**src/rtl/ddrCapPkg.sv**
```systemverilog
package ddrCapPkg;

  typedef enum logic [1:0] {
    ALIGN_OPPOSITE = 2'b00,
    ALIGN_SAME     = 2'b01,
    ALIGN_PIPED    = 2'b10
  } alignMode_t;

  // strobes from control to datapath
  typedef struct packed {
    logic oppEdge;    // falling word taken straight from the falling-edge flop
    logic pipeRise;   // rising word delayed one rising-edge stage
    logic takePair;   // packer accepts the current same-cycle pair
    logic upperHalf;  // accepted pair completes the packed word
  } ctrlStrobe_t;

  localparam int FILL_CNT_W = 2;

  function automatic alignMode_t decodeMode(input logic [1:0] sel);
    case (sel)
      2'b01:   return ALIGN_SAME;
      2'b10:   return ALIGN_PIPED;
      default: return ALIGN_OPPOSITE;
    endcase
  endfunction

  // rising edges after release before the first same-cycle pair reaches the packer
  function automatic logic [FILL_CNT_W-1:0] fillLatency(input alignMode_t m);
    return (m == ALIGN_OPPOSITE) ? FILL_CNT_W'(1) : FILL_CNT_W'(2);
  endfunction

endpackage

```
**src/rtl/ddrCapCtrl.sv**
```systemverilog
module ddrCapCtrl
  import ddrCapPkg::*;
(
  input  logic        clk,
  input  logic        rst,
  input  logic [1:0]  modeSel,
  output alignMode_t  lockedMode,
  output ctrlStrobe_t strobe
);

  localparam logic [FILL_CNT_W-1:0] FILL_MAX = FILL_CNT_W'(2);

  logic [FILL_CNT_W-1:0] fillCnt;
  logic                  phaseHi;
  logic                  pairReady;

  assign pairReady = !rst && (fillCnt >= fillLatency(lockedMode));

  always_ff @(posedge clk) begin
    if (rst) begin
      lockedMode <= decodeMode(modeSel);
      fillCnt    <= '0;
      phaseHi    <= 1'b0;
    end else begin
      if (fillCnt != FILL_MAX) fillCnt <= fillCnt + FILL_CNT_W'(1);
      if (pairReady) phaseHi <= ~phaseHi;
    end
  end

  always_comb begin
    strobe.oppEdge   = (lockedMode == ALIGN_OPPOSITE);
    strobe.pipeRise  = (lockedMode == ALIGN_PIPED);
    strobe.takePair  = pairReady;
    strobe.upperHalf = phaseHi;
  end

endmodule

```
**src/rtl/ddrCapPacker.sv**
```systemverilog
module ddrCapPacker #(
  parameter int LANES = 8,
  localparam int PAIR_W = 2 * LANES,
  localparam int PACK_W = 2 * PAIR_W
) (
  input  logic              clk,
  input  logic              rst,
  input  logic              takePair,
  input  logic              upperHalf,
  input  logic [LANES-1:0]  pairRise,
  input  logic [LANES-1:0]  pairFall,
  output logic [PACK_W-1:0] packWord,
  output logic              packValid
);

  logic [PAIR_W-1:0] holdLow;
  logic [PAIR_W-1:0] pairNow;

  assign pairNow = {pairFall, pairRise};

  always_ff @(posedge clk) begin
    if (rst) begin
      holdLow   <= '0;
      packWord  <= '0;
      packValid <= 1'b0;
    end else begin
      packValid <= takePair && upperHalf;
      if (takePair) begin
        if (upperHalf) packWord <= {pairNow, holdLow};
        else           holdLow  <= pairNow;
      end
    end
  end

endmodule

```
**src/rtl/ddrCapDatapath.sv**
```systemverilog
module ddrCapDatapath
  import ddrCapPkg::*;
#(
  parameter int LANES = 8,
  localparam int PACK_W = 4 * LANES
) (
  input  logic              clk,
  input  logic              rst,
  input  logic [LANES-1:0]  ddrIn,
  input  ctrlStrobe_t       strobe,
  output logic [LANES-1:0]  riseWord,
  output logic [LANES-1:0]  fallWord,
  output logic [PACK_W-1:0] packWord,
  output logic              packValid
);

  logic [LANES-1:0] riseCap;
  logic [LANES-1:0] fallCap;
  logic [LANES-1:0] fallRetimed;
  logic [LANES-1:0] riseDelayed;
  logic [LANES-1:0] pairRise;
  logic [LANES-1:0] pairFall;

  always_ff @(posedge clk) begin
    if (rst) riseCap <= '0;
    else     riseCap <= ddrIn;
  end

  always_ff @(negedge clk) begin
    if (rst) fallCap <= '0;
    else     fallCap <= ddrIn;
  end

  // retime stage for the falling sample and matching delay for the rising one
  always_ff @(posedge clk) begin
    if (rst) begin
      fallRetimed <= '0;
      riseDelayed <= '0;
    end else begin
      fallRetimed <= fallCap;
      riseDelayed <= riseCap;
    end
  end

  genvar lane;
  generate
    for (lane = 0; lane < LANES; lane++) begin : g_laneSel
      assign riseWord[lane] = strobe.pipeRise ? riseDelayed[lane] : riseCap[lane];
      assign fallWord[lane] = strobe.oppEdge  ? fallCap[lane]     : fallRetimed[lane];
      assign pairRise[lane] = strobe.oppEdge  ? riseCap[lane]     : riseDelayed[lane];
      assign pairFall[lane] = strobe.oppEdge  ? fallCap[lane]     : fallRetimed[lane];
    end
  endgenerate

  ddrCapPacker #(.LANES(LANES)) u_packer (
    .clk       (clk),
    .rst       (rst),
    .takePair  (strobe.takePair),
    .upperHalf (strobe.upperHalf),
    .pairRise  (pairRise),
    .pairFall  (pairFall),
    .packWord  (packWord),
    .packValid (packValid)
  );

endmodule

```
**src/rtl/ddrCapture.sv**
```systemverilog
module ddrCapture
  import ddrCapPkg::*;
#(
  parameter int LANES = 8
) (
  input  logic                 clk,
  input  logic                 rst,
  input  logic [LANES-1:0]     ddrIn,
  input  logic [1:0]           modeSel,
  output logic [LANES-1:0]     riseWord,
  output logic [LANES-1:0]     fallWord,
  output logic [4*LANES-1:0]   packWord,
  output logic                 packValid
);

  alignMode_t  lockedMode;
  ctrlStrobe_t ctrlStrobe;

  ddrCapCtrl u_ctrl (
    .clk        (clk),
    .rst        (rst),
    .modeSel    (modeSel),
    .lockedMode (lockedMode),
    .strobe     (ctrlStrobe)
  );

  ddrCapDatapath #(.LANES(LANES)) u_datapath (
    .clk       (clk),
    .rst       (rst),
    .ddrIn     (ddrIn),
    .strobe    (ctrlStrobe),
    .riseWord  (riseWord),
    .fallWord  (fallWord),
    .packWord  (packWord),
    .packValid (packValid)
  );

endmodule

```
**config.mk**
```make
export PLATFORM = sky130hd
export DESIGN_NAME = ddrCapture
export DESIGN_NICKNAME = d
export VERILOG_FILES = /design/src/rtl/ddrCapPkg.sv /design/src/rtl/ddrCapCtrl.sv /design/src/rtl/ddrCapPacker.sv /design/src/rtl/ddrCapDatapath.sv /design/src/rtl/ddrCapture.sv
export SDC_FILE = /design/constraint.sdc
export NUM_CORES = 1
export LEC_CHECK = 0
export CAP_MARGIN = 20
export CELL_PAD_IN_SITES_DETAIL_PLACEMENT = 2
export CELL_PAD_IN_SITES_GLOBAL_PLACEMENT = 2
export CORE_MARGIN = 5
export CORE_UTILIZATION = 33
export DETAILED_ROUTE_END_ITERATION = 6
export PLACE_DENSITY_LB_ADDON = 0.1
export SYNTH_ARGS = -nofsm -noshare
export SYNTH_HDL_FRONTEND = slang
export SYNTH_SLANG_ARGS = --single-unit
```
**constraint.sdc**
```tcl
create_clock -name clk -period 1.9 [get_ports clk]
set_input_delay 0.285 -clock clk [delete_from_list [all_inputs] [get_ports clk]]
set_output_delay 0.285 -clock clk [all_outputs]
set_load 0.05 [all_outputs]
```
# Yosys cells after proc, flatten, opt, wreduce, memory -nomap -nowiden
# Cells that the tools add are included.
[word_totals]
reg_bits = 86
latch_bits = 0
ram_bits = 0
mem_bits_ro = 0
inputBits = 12
output_inout_bits = 49
elab_cells = 50
n_memories = 0
[classes]
add_sub_neg = 1
mul = 0
n_div = 0
order_cmp = 1
n_eq_ne = 4
n_shift = 0
n_mux = 27
n_bitwise = 1
n_reduce_logical = 6
[op_table]
columns = ["op", "n"]
rows = [
  ["1-bit two-way mux", 24],
  ["8-bit two-way mux", 1],
  ["2-bit equality test, second input constant", 2],
  ["2-bit case mux with 2 select lines", 1],
  ["2-bit AND reduction", 2],
  ["2-bit by 1-bit adder with 2-bit output, second input constant", 1],
  ["2-bit by 1-bit equality test with 1-bit output, second input constant", 1],
  ["2-bit >= comparator", 1],
  ["1-bit logical AND", 2],
  ["2-bit logical NOT", 1],
  ["2-bit two-way mux", 1],
  ["2-bit != test, second input constant", 1],
  ["1-bit logical NOT", 1],
  ["1-bit inverter", 1],
]

# Depth between registers and ports, before layout
# Gate-level depths: netlist of the first run.
[depth]
ltp_word = 5
depth_mapped = 5
mapped_depth_nobuf = 5

# By module
# Synthesis of the first run repeated with hierarchy kept, for this count alone.
[hier_totals]
cells_unflattened = 287
area_unflattened_um2 = 3375.7
[by_module_without_submodules]
columns = ["mod", "n_inst", "cells_each", "area_per_inst_um2", "seq_area_each_um2"]
rows = [
  ["ddrCapPacker", 1, 178, 1971.9, 980.9],
  ["ddrCapDatapath", 1, 86, 1164.9, 640.6],
  ["ddrCapCtrl", 1, 23, 239.0, 120.1],
]

==> results of run 1 <==
==> cell families (layout without fill, tap and decap cells) <==
| group | after synthesis | count (layout) | share of synthesized area |
|---|---|---|---|
| AO/OA/AOI/OAI | 4 | 4 | 0.009249 |
| XOR/XNOR | 1 | 1 | 0.002698 |
| adder cells (fa/ha/maj) | 1 | 1 | 0.003853 |
| buffers and inverters | 25 | 121 | 0.03969 |
| flip-flops | 86 | 86 | 0.5364 |
| multiplexers | 72 | 72 | 0.2462 |
| AND/OR/NAND/NOR | 84 | 84 | 0.1618 |
==> what timing repair did <==
action,in CTS,in global routing
endpoints found under the setup margin,18,27
setup buffers,9,5
gates resized for setup,42,9
pin swaps,0,0
cloned,0,0
==> worst paths after layout <==
| path | start | endpoint | slack, ns |
|---|---|---|---|
| setup / recovery | u_datapath.fallCap[7] | fallWord[7] | -0.50 |
| hold / removal | rst | u_datapath.fallRetimed[6] | 0.26 |
| setup reg to reg | u_datapath.fallCap[6] | u_datapath.u_packer.holdLow[14] | -0.15 |
| hold reg to reg | u_datapath.u_packer.holdLow[9] | u_datapath.u_packer.holdLow[9] | 0.48 |
==> worst register-to-register path, cell delays in order (launching register included) <==
cell	delay, ns
dfxtp_2	0.35
mux2i_4	0.08
buf_6	0.12
buf_6	0.10
buf_6	0.10
buf_6	0.11
mux2i_1	0.11
==> sequential cells by signal, indices dropped and copies added (netlist names) <==
register and cells:
u_ctrl.lockedMode 2, u_datapath.u_packer.packValid 1, u_datapath.fallCap 8, u_ctrl.fillCnt 2, u_datapath.riseDelayed 8, u_datapath.u_packer.packWord 32
u_datapath.riseCap 8, u_datapath.fallRetimed 8, u_datapath.u_packer.holdLow 16, u_ctrl.phaseHi 1
==> where the power goes <==
group,total [µW],internal [µW],switching [µW],leakage [µW]
Clock,1430,667,761,0.000146
Sequential,2030,1930,98.5,0.000706
Combinational,867,417,450,0.00122
==> final cells by class <==
type	count	area, µm²	share of cell area
Sequential cell	86	1752	0.3782
Multi-Input combinational cell	162	1499	0.3236
Inverter	10	37.54	0.008104
Clock inverter	12	61.31	0.01324
Timing Repair Buffer	87	938.4	0.2026
Tap cell	133	166.4	0.03593
Clock buffer	12	177.7	0.03836
==> metrics by stage <==
step | hold slack [ns] | area [µm²] | total power [µW] | instances
after floorplan | 0.3975 | 3257 | 2610 | 273
after global placement | 0.4615 | 4159 | 2873 | 472
after detailed placement | 0.4739 | 4159 | 2898 | 472
after CTS | 0.2425 | 4617 | 4356 | 504
after global routing | 0.2692 | 4632 | 4526 | 502
final | 0.2569 | 4632 | 4322 | 502
==> per-layer routing <==
layer / routed length [µm] / part of all wire / global-route usage / vias to the layer above
met5: 0 / 0 / 0 / -
met4: 41 / 0.0049 / 0.03740 / 0
met3: 316 / 0.038 / 0.03789 / 4
met2: 4039 / 0.49 / 0.2548 / 42
met1: 3901 / 0.47 / 0.1891 / 1070
li1: - / - / - / 1076
==> cell usage in the layout (no fill, tap or decap), drive strengths merged <==
master         instances
o21a                   1
a21oi                  1
nor3                   2
mux2i                 48
o21ai                  2
dfxtp                 84
nor2b                 44
clkbuf                12
ha                     1
edfxtp                 2
clkinvlp               1
mux2                  24
nor3b                  1
inv                   20
nand2b                32
xor2                   1
buf                   44
clkinv                 1
nor2                   5
clkdlybuf4s50         43
==> metrics.cfg, run 1 <==
[logic_synthesis]
synth_edf_count=2
synthFlopType=dfxtp_1
synthDominantCellAreaShare=0.5179
synthTopCellsByArea=dfxtp_1, mux2i_1, nor2b_1
synth_warnings=0
synth_cell_type_count=21
synth_most_common_cell=dfxtp_1
netlist_area_um2=3247
synth_seq_cells=86
syn_nets=286
syn_inst=273
avgSynthCellArea_um2=11.89
synth_top_cells_by_count=dfxtp_1, mux2i_1, nor2b_1, nand2b_1, mux2_4
yosysSeqAreaShare=0.5364
yosys.area.top_type=dfxtp_1
synthArstFlopShare=0

[sta]
rsz0062_at_grt=yes
setup_ws_ns=-0.4990
timing.setup.tns_ns=-3.935
slew_violations=0
tightest_slew_ns=0.5313
hold_viol_final=0
finClkSkew_ns=0.07907
relSlewSlack=0.6447
setup_viol=11

[die]
num_rows=36
die_w_um=109.2
ios=61
start_util=0.3353
fp.dieH_um=109.2
die-area_um2=11920
core-area_um2=9684

[job]
drv_cap=0

[setup_path]
cp.depth=3
cp_max_fo=2
cp_slowest_stage_delay_ns=0.33
arrival_ns=2.11
crit_path_end_kind=output pin
critPathLaunchType=register
crit_family=flip-flops
cpMaxStageDelayCell=dfxtp_2
critPathBufInv=2
crit_chain=mux2i_2 -> inv_2 -> buf_6
ff2ff_path_depth=6
crit_type=reg2out
critical_path_required_ns=1.62

[layout]
final_layout_size_suffix_gt1_frac=0.3035
fin_nets=377
area_growth_pct=42.66
diodes=0
fillerInstances=972
final_util=0.4783

[drt]
first_pass_iters=4
drt-initial-drc-count=28
drt_wl_total_um=8299
final_antenna_net_count=0
vias=2192
drc=0
avgViaCountPerCell=4.367
wl_per_cell_um=16.53

[placement]
dp_hpwl_um=5488
pre_cts_ws_ns=-0.2263
gp_congestion=0.6710
portBuffers=60

[cts]
cts_sinks=86
clkTransAtPathRegs_ns=0.10
cts-root-buf=clkbuf_8
clockBufferDepth=2
clock_latency_ns=0.43
cts_tree=built
cts_hold_buffers=0
cts_buffers=9
h-tree-depth=3

[grt]
grt_pass1_wl_um=13400
grt-ovfl-total=0
grt_use_total=0.1495
grt_max_degree=38
antenna_found_initial=0
grt_pass1_vias=2500

[power]
p_per_area_nw_per_um2=933.0
leakage_uw=0.002074
vdd_drop_max_mv=0.4292

[min_path]
hold_depth=2
hold_class=in2reg

[outcome]
status=finished, violations left
violations=setup timing

Power figures use the tool's default switching activity.
==> run 2: changes to the inputs <==
--- a/config.mk
+++ b/config.mk
@@ -5,7 +5,6 @@
 export SDC_FILE = /design/constraint.sdc
 export NUM_CORES = 1
 export LEC_CHECK = 0
-export CAP_MARGIN = 20
 export CELL_PAD_IN_SITES_DETAIL_PLACEMENT = 2
 export CELL_PAD_IN_SITES_GLOBAL_PLACEMENT = 2
 export CORE_MARGIN = 5
==> results of run 2 <==
Same layout as run 1: the final DEF is identical, and so are final timing and power.
==> run 3: changes to the inputs <==
--- a/config.mk
+++ b/config.mk
@@ -10,6 +10,7 @@
 export CORE_MARGIN = 5
 export CORE_UTILIZATION = 33
 export DETAILED_ROUTE_END_ITERATION = 6
+export MAX_ROUTING_LAYER = met4
 export PLACE_DENSITY_LB_ADDON = 0.1
 export SYNTH_ARGS = -nofsm -noshare
 export SYNTH_HDL_FRONTEND = slang
==> metrics.cfg, run 3 (synthesis gave the netlist of run 1 again) <==
[cts]
clockBufferDepth=2
clkTransAtPathRegs_ns=0.10
clock_latency_ns=0.42
cts_tree=built
h-tree-depth=3
cts_buffers=9
cts-root-buf=clkbuf_8
cts_sinks=86

[placement]
dp_hpwl_um=5488
gp_congestion=0.6776
pre_cts_ws_ns=-0.2263
portBuffers=60

[setup_path]
critical_path_required_ns=1.62
crit_type=reg2out
cp_max_fo=2
arrival_ns=2.11
crit_path_end_kind=output pin
reg2reg_slack_ns=-0.15
critPathLaunchType=register

[grt]
grt_pass1_vias=2509
grt_use_total=0.1530
grt_pass1_wl_um=13390
antenna_found_initial=0
grt_max_degree=38
grt-ovfl-total=0

[layout]
largest_reg_flops=32
multi_input_area_um2=1499
diodes=0
fin_nets=377
final_util=0.4783
layout_common_cells=dfxtp_1, nor2b_1, clkdlybuf4s50_1
final_common_cell=dfxtp_1
final_layout_size_suffix_gt1_frac=0.3035
fillerInstances=972
area_growth_pct=42.66
reg.largest.list=u_datapath.u_packer.packWord x32, u_datapath.u_packer.holdLow x16
ff_latch_area_um2=1752
top_register=u_datapath.u_packer.packWord

[die]
die-area_um2=11920
start_util=0.3353
die_w_um=109.2
ios=61
num_rows=36
core-area_um2=9684
fp.dieH_um=109.2

[sta]
hold_ws_ns=0.2655
relSlewSlack=0.6478
tightest_slew_ns=0.5267
hold_viol_final=0
rsz0062_at_grt=yes
timing.setup.tns_ns=-3.915
slew_violations=0
setup_ws_ns=-0.4936
setup_viol=10
finClkSkew_ns=0.07567

[drt]
wl_met2_um=4015
vias=2200
top_layer=met4
m1WireLength_um=3874
avgViaCountPerCell=4.382
drt-initial-drc-count=36
final_antenna_net_count=0
drc=0
drt_wl_total_um=8263
routed-wl-met3_um=278
wl_per_cell_um=16.46
first_pass_iters=4

[power]
pwr-share-clk=0.328
vdd_drop_max_mv=0.4252
p_sw_frac=0.3006
switching_power_uw=1294
p_per_area_nw_per_um2=929.5
leakage_uw=0.002074
seqPwrFrac=0.471
p_int_uw=3011
finalPower_uw=4306
power_frac_comb=0.202

[min_path]
hold_class=in2reg

[outcome]
status=finished, violations left
violations=setup timing

[job]
drv_cap=0

-- run 3: final cells by class --
cell class	count	area share
clock buffers	12	0.03836
clock inverters	12	0.01324
inverters	10	0.008104
multi-input cells	162	0.3236
flip-flops and latches	86	0.3782
well taps	133	0.03593
repair buffers	87	0.2026
-- run 3: path summary, 6_finish.rpt --
kind,from,endpoint,cells past startpoint
max,u_datapath.fallCap[7],fallWord[7],3
min,rst,u_datapath.fallRetimed[6],2
max reg2reg,u_datapath.fallCap[6],u_datapath.u_packer.holdLow[14],6
min reg2reg,u_datapath.u_packer.holdLow[9],u_datapath.u_packer.holdLow[9],2
-- run 3: metal layers --
metal,track usage,vias up
met3,0.02605,8
met4,0.04809,0
met2,0.2539,41
met1,0.1905,1075
met5,-,-
li1,-,1076
-- run 3: stage by stage --
stage | instances | instance area, µm²
after CTS | 504 | 4617
after global placement | 472 | 4159
after floorplan | 273 | 3257
after global routing | 502 | 4632
after detailed placement | 472 | 4159
final | 502 | 4632
-- run 3: worst max-delay path: stages, from the launching register on --
cell and delay, ns:
dfxtp_2 0.33, mux2i_2 0.20, inv_2 0.05, buf_6 0.15
-- run 3: timing repair --
item | 4_1_cts | 5_1_grt
hold buffers | 0 | 0
endpoints found under the hold margin | 0 | 0
gates resized for setup | 42 | 9
setup endpoints to repair | 18 | 27
setup buffers | 9 | 5
-- run 3: power by group through the flow --
stage | clock network (µW) | registers, µW | logic, µW
6_report | 1410 | 2030 | 869
3_5_place_dp | 29.2 | 2060 | 808
5_1_grt | 1540 | 2040 | 928
2_1_floorplan | 29.2 | 2090 | 492
4_1_cts | 1460 | 2020 | 877
3_3_place_gp | 29.2 | 2050 | 793
